===== src/rtl/spi_sclk_pkg.sv =====
`timescale 1ns/1ps
package spi_sclk_pkg;
  typedef enum logic [1:0] {
    ST_IDLE = 2'd0,
    ST_LEAD = 2'd1,
    ST_CLK  = 2'd2
  } sclk_state_e;

  function automatic int max_int(input int a, input int b);
    return (a > b) ? a : b;
  endfunction
endpackage


===== src/rtl/spi_sclk_shadow.sv =====
`timescale 1ns/1ps
// Captures the clock settings while idle and freezes them during a burst.
module spi_sclk_shadow #(
  parameter int POW2_W = 3,
  parameter int ENH_W  = 8,
  parameter int LEAD_W = 16,
  parameter int HM1_W  = 8
) (
  input  logic              clk_i,
  input  logic              rst_ni,
  input  logic              busy_i,
  input  logic              cpol_i,
  input  logic [POW2_W-1:0] pow2_exp_i,
  input  logic [ENH_W-1:0]  enh_div_i,
  input  logic              enh_sel_i,
  input  logic [LEAD_W-1:0] lead_dly_i,
  input  logic              lead_en_i,
  output logic [HM1_W-1:0]  hm1_o,
  output logic              cpol_o,
  output logic [LEAD_W-1:0] lead_o,
  output logic              lead_start_o
);
  logic [POW2_W:0]   pow2_sh;
  logic [HM1_W-1:0]  hm1_pow2;
  logic [HM1_W-1:0]  hm1_enh;
  logic [HM1_W-1:0]  hm1_sel;
  logic [LEAD_W-1:0] lead_eff;
  logic [HM1_W-1:0]  hm1_d,  hm1_q;
  logic              cpol_d, cpol_q;
  logic [LEAD_W-1:0] lead_d, lead_q;

  // half period minus one for the binary law: N+1 low ones
  assign pow2_sh  = {1'b0, pow2_exp_i} + (POW2_W+1)'(1);
  assign hm1_pow2 = ~({HM1_W{1'b1}} << pow2_sh);

  generate
    if (HM1_W == ENH_W) begin : g_enh_direct
      assign hm1_enh = enh_div_i;
    end else begin : g_enh_ext
      assign hm1_enh = HM1_W'(enh_div_i);
    end
  endgenerate

  assign hm1_sel      = enh_sel_i ? hm1_enh : hm1_pow2;
  assign lead_eff     = lead_en_i ? lead_dly_i : '0;
  assign lead_start_o = |lead_eff;

  always_comb begin
    hm1_d  = hm1_q;
    cpol_d = cpol_q;
    lead_d = lead_q;
    if (!busy_i) begin
      hm1_d  = hm1_sel;
      cpol_d = cpol_i;
      lead_d = lead_eff;
    end
  end

  always_ff @(posedge clk_i or negedge rst_ni) begin
    if (!rst_ni) begin
      hm1_q  <= '0;
      cpol_q <= 1'b0;
      lead_q <= '0;
    end else begin
      hm1_q  <= hm1_d;
      cpol_q <= cpol_d;
      lead_q <= lead_d;
    end
  end

  assign hm1_o  = hm1_q;
  assign cpol_o = cpol_q;
  assign lead_o = lead_q;
endmodule


===== src/rtl/spi_sclk_seq.sv =====
`timescale 1ns/1ps
// Lead delay, half-period counting, clock phase and edge strobes.
module spi_sclk_seq
  import spi_sclk_pkg::*;
#(
  parameter int LEAD_W = 16,
  parameter int HM1_W  = 8
) (
  input  logic              clk_i,
  input  logic              rst_ni,
  input  logic              run_i,
  input  logic [HM1_W-1:0]  hm1_i,
  input  logic              cpol_i,
  input  logic [LEAD_W-1:0] lead_i,
  input  logic              lead_start_i,
  output logic              busy_o,
  output logic              sclk_o,
  output logic              lead_edge_o,
  output logic              trail_edge_o
);
  sclk_state_e       state_d, state_q;
  logic [HM1_W-1:0]  cnt_d,   cnt_q;
  logic [LEAD_W-1:0] lcnt_d,  lcnt_q;
  logic              phase_d, phase_q;
  logic              lstb_d,  lstb_q;
  logic              tstb_d,  tstb_q;

  always_comb begin
    state_d = state_q;
    cnt_d   = cnt_q;
    lcnt_d  = lcnt_q;
    phase_d = phase_q;
    lstb_d  = 1'b0;
    tstb_d  = 1'b0;
    unique case (state_q)
      ST_IDLE: begin
        phase_d = 1'b0;
        cnt_d   = '0;
        lcnt_d  = '0;
        if (run_i) state_d = lead_start_i ? ST_LEAD : ST_CLK;
      end
      ST_LEAD: begin
        if (!run_i) begin
          state_d = ST_IDLE;
          lcnt_d  = '0;
        end else if (lcnt_q == lead_i - LEAD_W'(1)) begin
          state_d = ST_CLK;
          lcnt_d  = '0;
        end else begin
          lcnt_d = lcnt_q + LEAD_W'(1);
        end
      end
      ST_CLK: begin
        if (!run_i && !phase_q) begin
          state_d = ST_IDLE;
          cnt_d   = '0;
        end else if (cnt_q == hm1_i) begin
          cnt_d   = '0;
          phase_d = ~phase_q;
          if (phase_q) begin
            tstb_d = 1'b1;
            if (!run_i) state_d = ST_IDLE;
          end else begin
            lstb_d = 1'b1;
          end
        end else begin
          cnt_d = cnt_q + HM1_W'(1);
        end
      end
      default: state_d = ST_IDLE;
    endcase
  end

  always_ff @(posedge clk_i or negedge rst_ni) begin
    if (!rst_ni) begin
      state_q <= ST_IDLE;
      cnt_q   <= '0;
      lcnt_q  <= '0;
      phase_q <= 1'b0;
      lstb_q  <= 1'b0;
      tstb_q  <= 1'b0;
    end else begin
      state_q <= state_d;
      cnt_q   <= cnt_d;
      lcnt_q  <= lcnt_d;
      phase_q <= phase_d;
      lstb_q  <= lstb_d;
      tstb_q  <= tstb_d;
    end
  end

  assign busy_o       = (state_q != ST_IDLE);
  assign sclk_o       = phase_q ^ cpol_i;
  assign lead_edge_o  = lstb_q;
  assign trail_edge_o = tstb_q;
endmodule


===== src/rtl/spi_sclk_oe.sv =====
`timescale 1ns/1ps
// Registered driver enables and main clock request.
module spi_sclk_oe #(
  parameter int NUM_OE = 3
) (
  input  logic              clk_i,
  input  logic              rst_ni,
  input  logic [NUM_OE-1:0] oe_en_i,
  input  logic              busy_i,
  input  logic              keep_clk_i,
  output logic [NUM_OE-1:0] oe_o,
  output logic              clk_on_o
);
  for (genvar i = 0; i < NUM_OE; i++) begin : g_oe
    logic oe_q;
    always_ff @(posedge clk_i or negedge rst_ni) begin
      if (!rst_ni) oe_q <= 1'b0;
      else         oe_q <= oe_en_i[i];
    end
    assign oe_o[i] = oe_q;
  end

  assign clk_on_o = busy_i | keep_clk_i;
endmodule


===== src/rtl/spi_sclk_gen.sv =====
`timescale 1ns/1ps
module spi_sclk_gen
  import spi_sclk_pkg::*;
#(
  parameter int POW2_W = 3,
  parameter int ENH_W  = 8,
  parameter int LEAD_W = 16
) (
  input  logic              clk_i,
  input  logic              rst_ni,
  input  logic              run_i,
  input  logic              cpol_i,
  input  logic [POW2_W-1:0] pow2_exp_i,
  input  logic [ENH_W-1:0]  enh_div_i,
  input  logic              enh_sel_i,
  input  logic [LEAD_W-1:0] lead_dly_i,
  input  logic              lead_en_i,
  input  logic              mosi_oe_en_i,
  input  logic              sclk_oe_en_i,
  input  logic              cs_oe_en_i,
  input  logic              keep_clk_i,
  output logic              sclk_o,
  output logic              lead_edge_o,
  output logic              trail_edge_o,
  output logic              busy_o,
  output logic              mosi_oe_o,
  output logic              sclk_oe_o,
  output logic              cs_oe_o,
  output logic              core_clk_on_o
);
  localparam int HM1_W  = max_int(2 ** POW2_W, ENH_W);
  localparam int NUM_OE = 3;

  logic [HM1_W-1:0]  hm1_q;
  logic              cpol_q;
  logic [LEAD_W-1:0] lead_q;
  logic              lead_start;
  logic              busy;
  logic [NUM_OE-1:0] oe_vec;

  spi_sclk_shadow #(
    .POW2_W(POW2_W), .ENH_W(ENH_W), .LEAD_W(LEAD_W), .HM1_W(HM1_W)
  ) u_shadow (
    .clk_i        (clk_i),
    .rst_ni       (rst_ni),
    .busy_i       (busy),
    .cpol_i       (cpol_i),
    .pow2_exp_i   (pow2_exp_i),
    .enh_div_i    (enh_div_i),
    .enh_sel_i    (enh_sel_i),
    .lead_dly_i   (lead_dly_i),
    .lead_en_i    (lead_en_i),
    .hm1_o        (hm1_q),
    .cpol_o       (cpol_q),
    .lead_o       (lead_q),
    .lead_start_o (lead_start)
  );

  spi_sclk_seq #(
    .LEAD_W(LEAD_W), .HM1_W(HM1_W)
  ) u_seq (
    .clk_i        (clk_i),
    .rst_ni       (rst_ni),
    .run_i        (run_i),
    .hm1_i        (hm1_q),
    .cpol_i       (cpol_q),
    .lead_i       (lead_q),
    .lead_start_i (lead_start),
    .busy_o       (busy),
    .sclk_o       (sclk_o),
    .lead_edge_o  (lead_edge_o),
    .trail_edge_o (trail_edge_o)
  );

  spi_sclk_oe #(
    .NUM_OE(NUM_OE)
  ) u_oe (
    .clk_i      (clk_i),
    .rst_ni     (rst_ni),
    .oe_en_i    ({cs_oe_en_i, sclk_oe_en_i, mosi_oe_en_i}),
    .busy_i     (busy),
    .keep_clk_i (keep_clk_i),
    .oe_o       (oe_vec),
    .clk_on_o   (core_clk_on_o)
  );

  assign busy_o    = busy;
  assign mosi_oe_o = oe_vec[0];
  assign sclk_oe_o = oe_vec[1];
  assign cs_oe_o   = oe_vec[2];
endmodule


===== config.mk =====
export PLATFORM = sky130hd
export DESIGN_NAME = spi_sclk_gen
export DESIGN_NICKNAME = d
export VERILOG_FILES = /design/src/rtl/spi_sclk_pkg.sv /design/src/rtl/spi_sclk_shadow.sv /design/src/rtl/spi_sclk_seq.sv /design/src/rtl/spi_sclk_oe.sv /design/src/rtl/spi_sclk_gen.sv
export SDC_FILE = /design/constraint.sdc
export NUM_CORES = 1
export LEC_CHECK = 0
export ABC_CLOCK_PERIOD_IN_PS = 6900
export BUFFER_PORTS_ARGS = -buffer_cell sky130_fd_sc_hd__buf_2
export CAP_MARGIN = 10
export CORE_MARGIN = 1.5
export CORE_UTILIZATION = 60
export CTS_BUF_LIST = sky130_fd_sc_hd__clkbuf_8
export DETAILED_ROUTE_END_ITERATION = 10
export GPL_ROUTABILITY_DRIVEN = 0
export PLACE_DENSITY_LB_ADDON = 0.08
export SYNTH_ARGS = -nofsm -noshare
export SYNTH_HDL_FRONTEND = slang
export SYNTH_SLANG_ARGS = --single-unit

===== constraint.sdc =====
create_clock -name clk_i -period 6.9 [get_ports clk_i]
set_clock_uncertainty 0.2 [all_clocks]
set_input_delay 0.345 -clock clk_i [delete_from_list [all_inputs] [get_ports clk_i]]
set_output_delay 0.345 -clock clk_i [all_outputs]
set_load 0.05 [all_outputs]

Word-level counts from Yosys, hierarchy flattened
Cells that the tools add are included.

$add $sub $neg: 4. Multiply operators: 0. Divide/modulo/power cells: 0. $lt $le $gt $ge: 0. Equal/unequal tests: 11. Shift-type cells: 1. Muxes and demuxes: 28. Bitwise operators: 4. Reductions and logical operators: 10.

Operators with widths (number): $mux W16 (3); $pmux W16 S2 (1); $mux W8 (3); $add A16 B1 Y16 const B (1); $eq A16 B16 Y1 (1); $mux W2 (8); $pmux W8 S2 (1); $reduce_or A16 Y1 (1); $sub A16 B1 Y16 const B (1); $mux W1 (10); $add A8 B1 Y8 const B (1); $eq A8 B8 Y1 (1); $not A8 Y8 (1); $shl A8 B4 Y8 const A (1); $ne A3 B1 Y1 const B (2); $ne A3 B2 Y1 const B (2); $pmux W2 S3 (1); $reduce_bool A2 Y1 (3); $reduce_and A5 Y1 (1); $add A3 B1 Y4 const B (1); $ne A2 B2 Y1 const B (2); $reduce_and A3 Y1 (1); $eq A2 B1 Y1 const B (1); $eq A2 B2 Y1 const B (1); other kinds (8) (9).

Register bits after elaboration: 57. Latch bits: 0. Memory bits (writable): 0. ROM bits: 0. Bits of input ports: 37. Output and inout bits: 8. Logic and storage cells: 70. Memories kept: 0.

Longest topological paths before layout
Gate-level depths: netlist (run 1).

Depth in word-level cells: 5. Mapped depth: 10. Gate-level depth less buffers: 9.

Cells and area by module
From an unflattened synthesis (run 1), not the netlist that was laid out.

Cells, all modules: 369. Area, all modules: 3369.5 um^2.

By module, submodules not included: spi_sclk_seq (instances 1, cells each 236, area an instance 2114.5 um^2, seq. area each 725.7 um^2); spi_sclk_shadow (instances 1, cells each 126, area an instance 1151.1 um^2, seq. area each 625.6 um^2); spi_sclk_oe (instances 1, cells each 7, area an instance 103.8 um^2, seq. area each 75.1 um^2).

Worst setup path after synthesis (run 1)
No wires, ideal clock.

Path kind: register to register. From: register u_shadow.lead_q[7], in the netlist u_shadow.lead_o[7]. To: register u_seq.lcnt_q[11]. Library setup time: 119 ps. Data arrival time: 1937 ps. Data required time: 6581 ps. Path slack: 4644 ps. Stages on the path, launching flop included: 10. Buffers on the path: 2. Period minus slack after synthesis: 2256 ps. Path through: dfrtp_1 buf_4 nor3_1 nand4_2 nor4_2 a211oi_2 a211o_1 o21ai_2 buf_6 nor2_2.

Cells in the longest elaborated chain, start to end: 5.

RTL lines: start: declaration (line spi_sclk_shadow.sv:30) `logic [LEAD_W-1:0] lead_d, lead_q;`; start signal: assignment (line spi_sclk_shadow.sv:67) `lead_q <= lead_d;`; $sub A16 B1 Y16 (line spi_sclk_seq.sv:46) `end else if (lcnt_q == lead_i - LEAD_W'(1)) begin`; $eq A16 B16 Y1 (line spi_sclk_seq.sv:46); $mux W16 (line spi_sclk_seq.sv:46); $mux W16 (line spi_sclk_seq.sv:43) `if (!run_i) begin`; $pmux W16 S2 (line spi_sclk_seq.sv:35) `unique case (state_q)`; end signal: assignment (line spi_sclk_seq.sv:85) `lcnt_q <= lcnt_d;`; end: declaration (line spi_sclk_seq.sv:23) `logic [LEAD_W-1:0] lcnt_d, lcnt_q;`.

No other way between the ends. A chain may end at the register's enable or synchronous reset.

Final worst setup path (run 1)
From: register u_shadow.lead_q[0], in the netlist u_shadow.lead_o[0]. To: register u_seq.lcnt_q[5].

Same word-level chain as after synthesis.

==> results.json, run 1 <==
{
  "dr.pass1.iters": 5,
  "hold_viol": 0,
  "power_density_mw_per_mm2": 312,
  "die_area_sq_mm": 0.00604,
  "wirelength_microns": 6700,
  "period_minus_slack_ns": 2.78,
  "synth.distinct_cells": 51,
  "syn_area_sq_mm": 0.00335,
  "nets": 456,
  "drc": 0,
  "max_slew_margin": 0.412,
  "initial_core_util": 0.616,
  "status": "finished, final reports clean",
  "setup_viol": 0,
  "grt_pass1_vias": 2467,
  "die_x_microns": 77.7,
  "avgSynthCellArea_sq_um": 8.95,
  "antenna_found_initial": 0,
  "async_flop_share": 1.00,
  "h-tree-depth": 3,
  "cpLargestDelayFamily": "simple AND/OR/NAND/NOR gates",
  "nFillCells": 453,
  "fp.dieH_microns": 77.7,
  "rsz0062_at_grt": "false",
  "synth_seq_area_share": 0.426,
  "grt_start_max_net_pins": 58,
  "synth_nets": 417,
  "post-place-cells": 470,
  "first_iter_violations": 160,
  "overflow": 0,
  "cp_slowest_cell": "o21ai_2",
  "post_dp_cell_area_sq_mm": 0.00357,
  "row_count": 27,
  "timing.max_cap.violations": 0,
  "min_path_type": "input port to flop",
  "peakVddDrop_v": 0.000209,
  "num_antenna_cells": 0,
  "power.total_w": 0.00120,
  "ys_ff_latch": 57,
  "pwr-share-comb": 0.303,
  "timing.hold.ws_ns": 0.0439,
  "layout-drive-gt1-share": 0.201,
  "netlist_top_cells_area": "dfrtp_1 43%, nand2_1 7.1%, xor2_1 7.1%",
  "power_frac_seq": 0.404,
  "io_pins": 45,
  "netlist.area_leader.share": 0.426,
  "arrival_ns": 2.77,
  "post_cts_buffers": 0,
  "finalMaxSlewViolations": 0,
  "dr_total_vias": 2714,
  "final_common_cell": "nand2_1",
  "wl_per_cell_microns": 13.7,
  "worstMarginPinSlew_ns": 0.882,
  "synth_top_area_cell": "dfrtp_1",
  "cp-end-kind": "flop",
  "area_delta_synth_final_pct": 14.8,
  "multi_input_area_sq_mm": 0.00180,
  "p_sw_w": 0.000431,
  "final_cell_mix": "63 x nand2_1, 57 x dfrtp_1, 44 x buf_2",
  "p_int_w": 0.000766,
  "regArea_sq_mm": 0.00143,
  "clk-insertion-delay-late_ns": 0.33,
  "yosysWarnings": 0,
  "max_freq_mhz": 360,
  "cp_num_buf_inv": 0,
  "cpPeakStageDelay_ns": 0.59,
  "critPathKind": "flop to flop",
  "ctsResizeCount": 0,
  "core_sq_mm": 0.00544,
  "stdcell_area_sq_mm": 0.00384,
  "swShare": 0.360,
  "ctsHoldBuffers": 4,
  "synth_edf_count": 0,
  "cp_max_fo": 13,
  "clkPwrFrac": 0.293,
  "p_leak_nw": 1.77,
  "crit_chain": "nor4_4 > nand4_2 > nor4_2 > a211oi_2 > a211o_1 > o21ai_2 > nor2_1",
  "tns_ns": 0,
  "fin_crit_sh": 0.403,
  "cts_root_buf": "clkbuf_8",
  "grt_pass1_wl_microns": 11700,
  "crit_required_ns": 6.89,
  "hpwl_microns": 4850,
  "gr-usage-all-layers": 0.249,
  "cts_buffers": 9,
  "dominantRegCellSynth": "dfrtp_1",
  "stdcell_count": 490,
  "syn_inst": 374,
  "clock_path_buffers": 2,
  "cts.sinks": 57,
  "crit_path_start_kind": "flop",
  "vias_per_cell": 5.54,
  "cts_tree": "yes",
  "clk_pin_slew_ns": 0.06,
  "io_buffer_count": 44,
  "ant_nets": 0
}
cell families after synthesis:
family	after synthesis	share of synthesized area
and+or+nand+nor	162	0.257
AOI/OAI and AO/OA	68	0.120
DFF	57	0.426
xor gates and xnor gates	43	0.112
buffers and inverters	30	0.0374
muxes	8	0.0247
adders and majority gates	6	0.0224
power by group through the flow:
stage / registers (W) / clock network [W] / logic [W]
after global routing: 0.000496 / 0.000367 / 0.000406
after detailed placement: 0.000489 / 0 / 0.000360
final: 0.000484 / 0.000351 / 0.000363
after CTS: 0.000483 / 0.000356 / 0.000365
after floorplan: 0.000458 / 0 / 0.000311
after global placement: 0.000484 / 0 / 0.000348
metrics by stage:
step                      setup slack, ns  utilization
after CTS                            4.12        0.707
final                                4.12        0.707
after floorplan                      4.64            -
after global placement               4.24        0.657
after detailed placement             4.13        0.657
after global routing                 3.99        0.707
sequential cells by signal, summed over array words and instances (netlist names):
register            count
u_shadow.hm1_o          8
u_seq.lcnt_q           16
u_shadow.lead_o        16
u_seq.cnt_q             8
u_seq.trail_edge_o      1
u_seq.phase_q           1
u_shadow.cpol_o         1
u_seq.state_q           2
u_seq.lead_edge_o       1
u_oe.g_oe.oe_q          3
routing by layer:
| layer | wire length, microns | up-vias | share of wire | GRT usage |
|---|---|---|---|---|
| met2 | 3010 | 71 | 0.45 | 0.364 |
| met5 | 0 | - | 0 | 0 |
| met3 | 294 | 13 | 0.044 | 0.0424 |
| met1 | 3310 | 1267 | 0.49 | 0.372 |
| li1 | - | 1363 | - | - |
| met4 | 96 | 0 | 0.014 | 0.0891 |
synthesized netlist by cell type (all sizes together) (7+ instances only):
| library cell | count |
|---|---|
| nand2 | 63 |
| dfrtp | 57 |
| o21ai | 39 |
| nor2 | 33 |
| xor2 | 27 |
| clkbuf | 18 |
| xnor2 | 16 |
| a21oi | 14 |
| nand3 | 11 |
| inv | 9 |
| nor4 | 9 |
| nand4 | 8 |
| and3 | 7 |
final cells by class:
class	count	share of cell area
repair buffers	49	0.0697
clock inverters	5	0.0202
flip-flops and latches	57	0.371
inverters	9	0.00879
clock buffers	11	0.0394
well taps	72	0.0234
multi-input cells	287	0.467
path summary, 6_finish.rpt:
check	start	to	slack, ns	depth (start not counted)
max	u_shadow.lead_o[0]	u_seq.lcnt_q[5]	4.12	7
min in group asynchronous	rst_ni	u_seq.cnt_q[2]	0.47	3
min	cpol_i	u_shadow.cpol_o	0.04	2
max in group asynchronous	rst_ni	u_shadow.lead_o[8]	5.55	3
max reg2reg	u_shadow.lead_o[0]	u_seq.lcnt_q[5]	4.12	7
min reg2reg	u_shadow.hm1_o[3]	u_shadow.hm1_o[3]	0.30	2
Power figures use the tool's default switching activity.
==> run 2: changes to the inputs <==
--- a/config.mk
+++ b/config.mk
@@ -5,7 +5,7 @@
 export SDC_FILE = /design/constraint.sdc
 export NUM_CORES = 1
 export LEC_CHECK = 0
-export ABC_CLOCK_PERIOD_IN_PS = 6900
+export ABC_CLOCK_PERIOD_IN_PS = 2600
 export BUFFER_PORTS_ARGS = -buffer_cell sky130_fd_sc_hd__buf_2
 export CAP_MARGIN = 10
 export CORE_MARGIN = 1.5
==> constraint.sdc (replaced) <==
create_clock -name clk_i -period 2.6 [get_ports clk_i]
set_clock_uncertainty 0.2 [all_clocks]
set_input_delay 0.13 -clock clk_i [delete_from_list [all_inputs] [get_ports clk_i]]
set_output_delay 0.13 -clock clk_i [all_outputs]
set_load 0.05 [all_outputs]
==> run 2 against run 1 <==
Die area unchanged. Wire length up 27%. Power rose to 2.7 times the previous value.
==> results.json, run 2 (synthesis gave the netlist of run 1 again) <==
{
  "status": "finished, final reports clean",
  "min_path_type": "input port to flop",
  "power_density_mw_per_mm2": 739,
  "area_delta_synth_final_pct": 30.9,
  "worstMarginPinSlew_ns": 0.668,
  "vias_per_cell": 5.66,
  "timing.max_cap.violations": 0,
  "overflow": 0,
  "core_sq_mm": 0.00544,
  "cts_buffers": 9,
  "routed.top_layer": "met4",
  "ant_nets": 0,
  "wl_per_cell_microns": 15.6,
  "nets": 512,
  "io_buffer_count": 44,
  "arrival_ns": 2.57,
  "first_iter_violations": 219,
  "rsz0062_at_grt": "false",
  "layout-drive-gt1-share": 0.209,
  "grt_pass1_wl_microns": 14500,
  "die_x_microns": 77.7,
  "dr.pass1.iters": 5,
  "grt_pass1_vias": 3041,
  "wirelength_microns": 8500,
  "die_area_sq_mm": 0.00604,
  "antenna_found_initial": 0,
  "row_count": 27,
  "max_freq_mhz": 401,
  "drc": 0,
  "clock_path_buffers": 2,
  "place_ws_ns": 0.0838,
  "final_common_cell": "nand2_1",
  "critPathKind": "flop to flop",
  "cts.sinks": 57,
  "cp_max_fo": 6,
  "post-route-util": 0.806,
  "peakVddDrop_v": 0.000490,
  "cts_tree": "yes",
  "tns_ns": 0,
  "finalMaxSlewViolations": 0,
  "gr-usage-all-layers": 0.308,
  "dr_total_vias": 3088,
  "clk_pin_slew_ns": 0.07,
  "cp-end-kind": "flop",
  "dr_wl_met3_microns": 468,
  "crit_required_ns": 2.67,
  "io_pins": 45,
  "setup_viol": 0,
  "num_antenna_cells": 0,
  "initial_core_util": 0.616,
  "layout_setup_ws_ns": 0.103,
  "crit_path_start_kind": "flop",
  "hold_viol": 0,
  "grt_start_max_net_pins": 30,
  "h-tree-depth": 3,
  "cts_root_buf": "clkbuf_8",
  "clk-insertion-delay-late_ns": 0.34,
  "fp.dieH_microns": 77.7,
  "final_cell_mix": "63 x nand2_1, 56 x dfrtp_1, 47 x dlygate4sd3_1",
  "met2RoutedLength_microns": 3940,
  "p_leak_nw": 1.97,
  "wl_met1_microns": 3870,
  "max_slew_margin": 0.555,
  "hpwl_microns": 5060,
  "fin_crit_sh": 0.960,
  "period_minus_slack_ns": 2.50
}
==> run 2: cell types whose count changed in the layout (fill, tap and decap cells not counted), moves of 2 or more <==
cell / before / now
bufinv_16: 2 / 0
dlygate4sd3_1: 4 / 47
a211oi_4: 0 / 2
inv_1: 9 / 11
a211oi_2: 2 / 0
buf_4: 1 / 13
==> run 2: final cells by class <==
class / instances / area, sq um
well taps: 72 / 90.1
repair buffers: 105 / 808
fillers: 314 / 1050
multi-input cells: 287 / 1850
inverters: 9 / 33.8
clock buffers: 11 / 151
clock inverters: 5 / 22.5
flip-flops and latches: 57 / 1430
==> run 2: report_power, final <==
| part | internal, W | switching, W |
|---|---|---|
| clock | 0.000385 | 0.000349 |
| combinational | 0.000544 | 0.000699 |
| sequential | 0.00105 | 0.000215 |
==> run 2: what timing repair did <==
action,in CTS,in global routing
hold endpoints to repair,60,0
setup endpoints to repair,0,15
setup buffers,0,3
hold buffers,47,0
resized for setup,0,9
==> run 2: routing by layer <==
layer  vias to the layer above  GRT usage
li1                       1465          -
met1                      1481      0.424
met2                       121      0.477
met3                        21     0.0494
met4                         0      0.144
met5                         -          0
==> run 2: worst max-delay path: stages, from the launching register on <==
cell	delay [ns]
dfrtp_1	0.43
nor3_1	0.42
nand4_4	0.19
mux2_2	0.34
a211oi_4	0.30
a211o_1	0.19
o21ai_4	0.08
buf_4	0.17
nor2_2	0.10
==> run 2: final timing paths <==
kind	depth (start not counted)	slack, ns	start	to
min in group asynchronous	2	0.16	rst_ni	u_oe.g_oe[2].oe_q
hold reg to reg	2	0.30	u_shadow.hm1_o[1]	u_shadow.hm1_o[1]
hold / removal	3	0.04	enh_sel_i	u_shadow.hm1_o[1]
max in group asynchronous	3	1.44	rst_ni	u_shadow.lead_o[6]
setup / recovery	8	0.10	u_shadow.lead_o[11]	u_seq.lcnt_q[10]
setup reg to reg	8	0.10	u_shadow.lead_o[11]	u_seq.lcnt_q[10]
==> run 2: per-stage QoR <==
| stage | instances | total power (W) | hold slack, ns | cell area (sq um) |
|---|---|---|---|---|
| 3_3_place_gp | 480 | 0.00228 | 0.00351 | 3660 |
| 2_1_floorplan | 374 | 0.00204 | -0.366 | 3350 |
| 4_1_cts | 543 | 0.00310 | 0.0232 | 4310 |
| 5_1_grt | 546 | 0.00342 | 0.0657 | 4380 |
| 3_5_place_dp | 480 | 0.00232 | 0.00617 | 3660 |
| 6_report | 546 | 0.00324 | 0.0403 | 4380 |
==> run 3: changes to the inputs <==
--- a/config.mk
+++ b/config.mk
@@ -14,6 +14,7 @@
 export DETAILED_ROUTE_END_ITERATION = 10
 export GPL_ROUTABILITY_DRIVEN = 0
 export PLACE_DENSITY_LB_ADDON = 0.08
+export SETUP_SLACK_MARGIN = 0.15
 export SYNTH_ARGS = -nofsm -noshare
 export SYNTH_HDL_FRONTEND = slang
 export SYNTH_SLANG_ARGS = --single-unit
==> run 3 against run 2 <==
Largest power group is now combinational cells. Global-route usage increased by 1.1 points. Power rose by 5.0%. First-iteration DRC count up 0.91%. Final cell count grew 1.3%. Die area unchanged. Register-to-register slack gained 0.06 ns.
==> results.json, run 3 (synthesis gave the netlist of run 1 again) <==
{
  "stdcell_area_sq_mm": 0.00451,
  "critPathKind": "flop to flop",
  "cpLargestDelayFamily": "compound AO/OA/AOI/OAI gates",
  "drc": 0,
  "initial_core_util": 0.616,
  "io_pins": 45,
  "die_x_microns": 77.7,
  "status": "finished, final reports clean",
  "row_count": 27,
  "grt_pass1_wl_microns": 14900,
  "cp_max_fo": 5,
  "vias_per_cell": 5.70,
  "gr-usage-all-layers": 0.319,
  "hpwl_microns": 5060,
  "timing.max_cap.violations": 0,
  "regArea_sq_mm": 0.00144,
  "power_density_mw_per_mm2": 753,
  "final_common_cell": "nand2_1",
  "post_dp_cell_area_sq_mm": 0.00366,
  "ant_nets": 0,
  "tns_ns": 0,
  "dr.pass1.iters": 5,
  "final_cell_mix": "63 x nand2_1, 50 x dfrtp_1, 47 x dlygate4sd3_1",
  "clk-insertion-delay-late_ns": 0.34,
  "cp_num_buf_inv": 3,
  "period_minus_slack_ns": 2.44,
  "power.total_w": 0.00340,
  "grt_start_max_net_pins": 30,
  "p_leak_nw": 2.02,
  "cpPeakStageDelay_ns": 0.43,
  "crit_required_ns": 2.60,
  "setup_viol": 0,
  "clock_path_buffers": 2,
  "finalMaxSlewViolations": 0,
  "layout-drive-gt1-share": 0.247,
  "core_sq_mm": 0.00544,
  "wirelength_microns": 8980,
  "grt_pass1_vias": 3105,
  "max_freq_mhz": 410,
  "crit_path_frequent_cell": "buf_6",
  "peakVddDrop_v": 0.000566,
  "nFillCells": 302,
  "multi_input_area_sq_mm": 0.00190,
  "crit_chain": "nor4_4 > buf_4 > buf_6 > nand4b_1 > xnor2_1 > a21oi_1 > nand4_1 > buf_6 > a211oi_4 > o32ai_2",
  "min_path_type": "input port to flop",
  "cp_slowest_cell": "dfrtp_2",
  "post-route-util": 0.830,
  "fp.dieH_microns": 77.7,
  "die_area_sq_mm": 0.00604,
  "cts_root_buf": "clkbuf_8",
  "antenna_found_initial": 0,
  "nets": 519,
  "overflow": 0,
  "worstMarginPinSlew_ns": 0.680,
  "num_antenna_cells": 0,
  "dr_total_vias": 3151,
  "cts.sinks": 57,
  "area_delta_synth_final_pct": 34.8,
  "h-tree-depth": 3,
  "cp-end-kind": "flop",
  "rsz0062_at_grt": "true",
  "cts_tree": "yes",
  "crit_path_start_kind": "flop",
  "io_buffer_count": 44,
  "arrival_ns": 2.44,
  "first_iter_violations": 221,
  "fin_crit_sh": 0.939,
  "cts_buffers": 9,
  "max_slew_margin": 0.546,
  "clk_pin_slew_ns": 0.06,
  "hold_viol": 0,
  "wl_per_cell_microns": 16.2
}
==> run 3: changes by cell type in the layout (fill, tap and decap cells not counted), sizes merged <==
cell	change
buf	+7
==> run 3: area by class of cell <==
type	instances	area share
clock buffer	11	0.0336
clock inverter	5	0.00499
inverter	9	0.00749
multi-input combinational	287	0.422
sequential	57	0.318
tap	72	0.0200
timing repair buffer	112	0.194
==> run 3: worst reg2reg max path, delay by kind of cell (launching register included) <==
kind,cells,cell delay [ns]
AOI/OAI and AO/OA,3,0.58
and+or+nand+nor,3,0.50
buffers and inverters,3,0.45
DFF,1,0.43
xor gates and xnor gates,1,0.15
==> run 3: timing repair <==
item | in CTS | in global routing
buffers inserted | 4 | 6
setup endpoints to repair | 10 | 18
pin swaps | 8 | 13
hold buffers | 47 | 0
endpoints found under the hold margin | 60 | 0
gates resized for setup | 10 | 19
==> run 3: stage by stage <==
| step | hold slack, ns | worst slack, ns | instances |
|---|---|---|---|
| 6_report | 0.0386 | 0.159 | 553 |
| 3_3_place_gp | 0.00351 | 0.205 | 480 |
| 2_1_floorplan | -0.366 | 0.344 | 374 |
| 4_1_cts | 0.0232 | 0.157 | 547 |
| 3_5_place_dp | 0.00617 | 0.0838 | 480 |
| 5_1_grt | 0.0719 | 0.0657 | 553 |
==> run 3: power by group <==
group	internal [W]	switching, W
clock network	0.000385	0.000348
logic	0.000635	0.000756
registers	0.00105	0.000222
==> run 3: path summary, 6_finish.rpt <==
kind,from,end,slack (ns),cells past startpoint
max in group asynchronous,rst_ni,u_shadow.lead_o[6],1.42,3
setup reg to reg,u_shadow.lead_o[0],u_seq.state_q[0],0.16,10
hold / removal,enh_sel_i,u_shadow.hm1_o[4],0.04,3
min in group asynchronous,rst_ni,u_oe.g_oe[2].oe_q,0.17,2
hold reg to reg,u_shadow.hm1_o[4],u_shadow.hm1_o[4],0.31,2
setup / recovery,u_shadow.lead_o[0],u_seq.state_q[0],0.16,10
==> run 3: layer usage <==
metal	vias to the layer above	GRT usage	wire [microns]	share of wire
met4	0	0.151	223	0.025
met3	21	0.0506	511	0.057
met5	-	0	0	0
met1	1513	0.433	3970	0.44
met2	126	0.499	4270	0.48
li1	1491	-	-	-
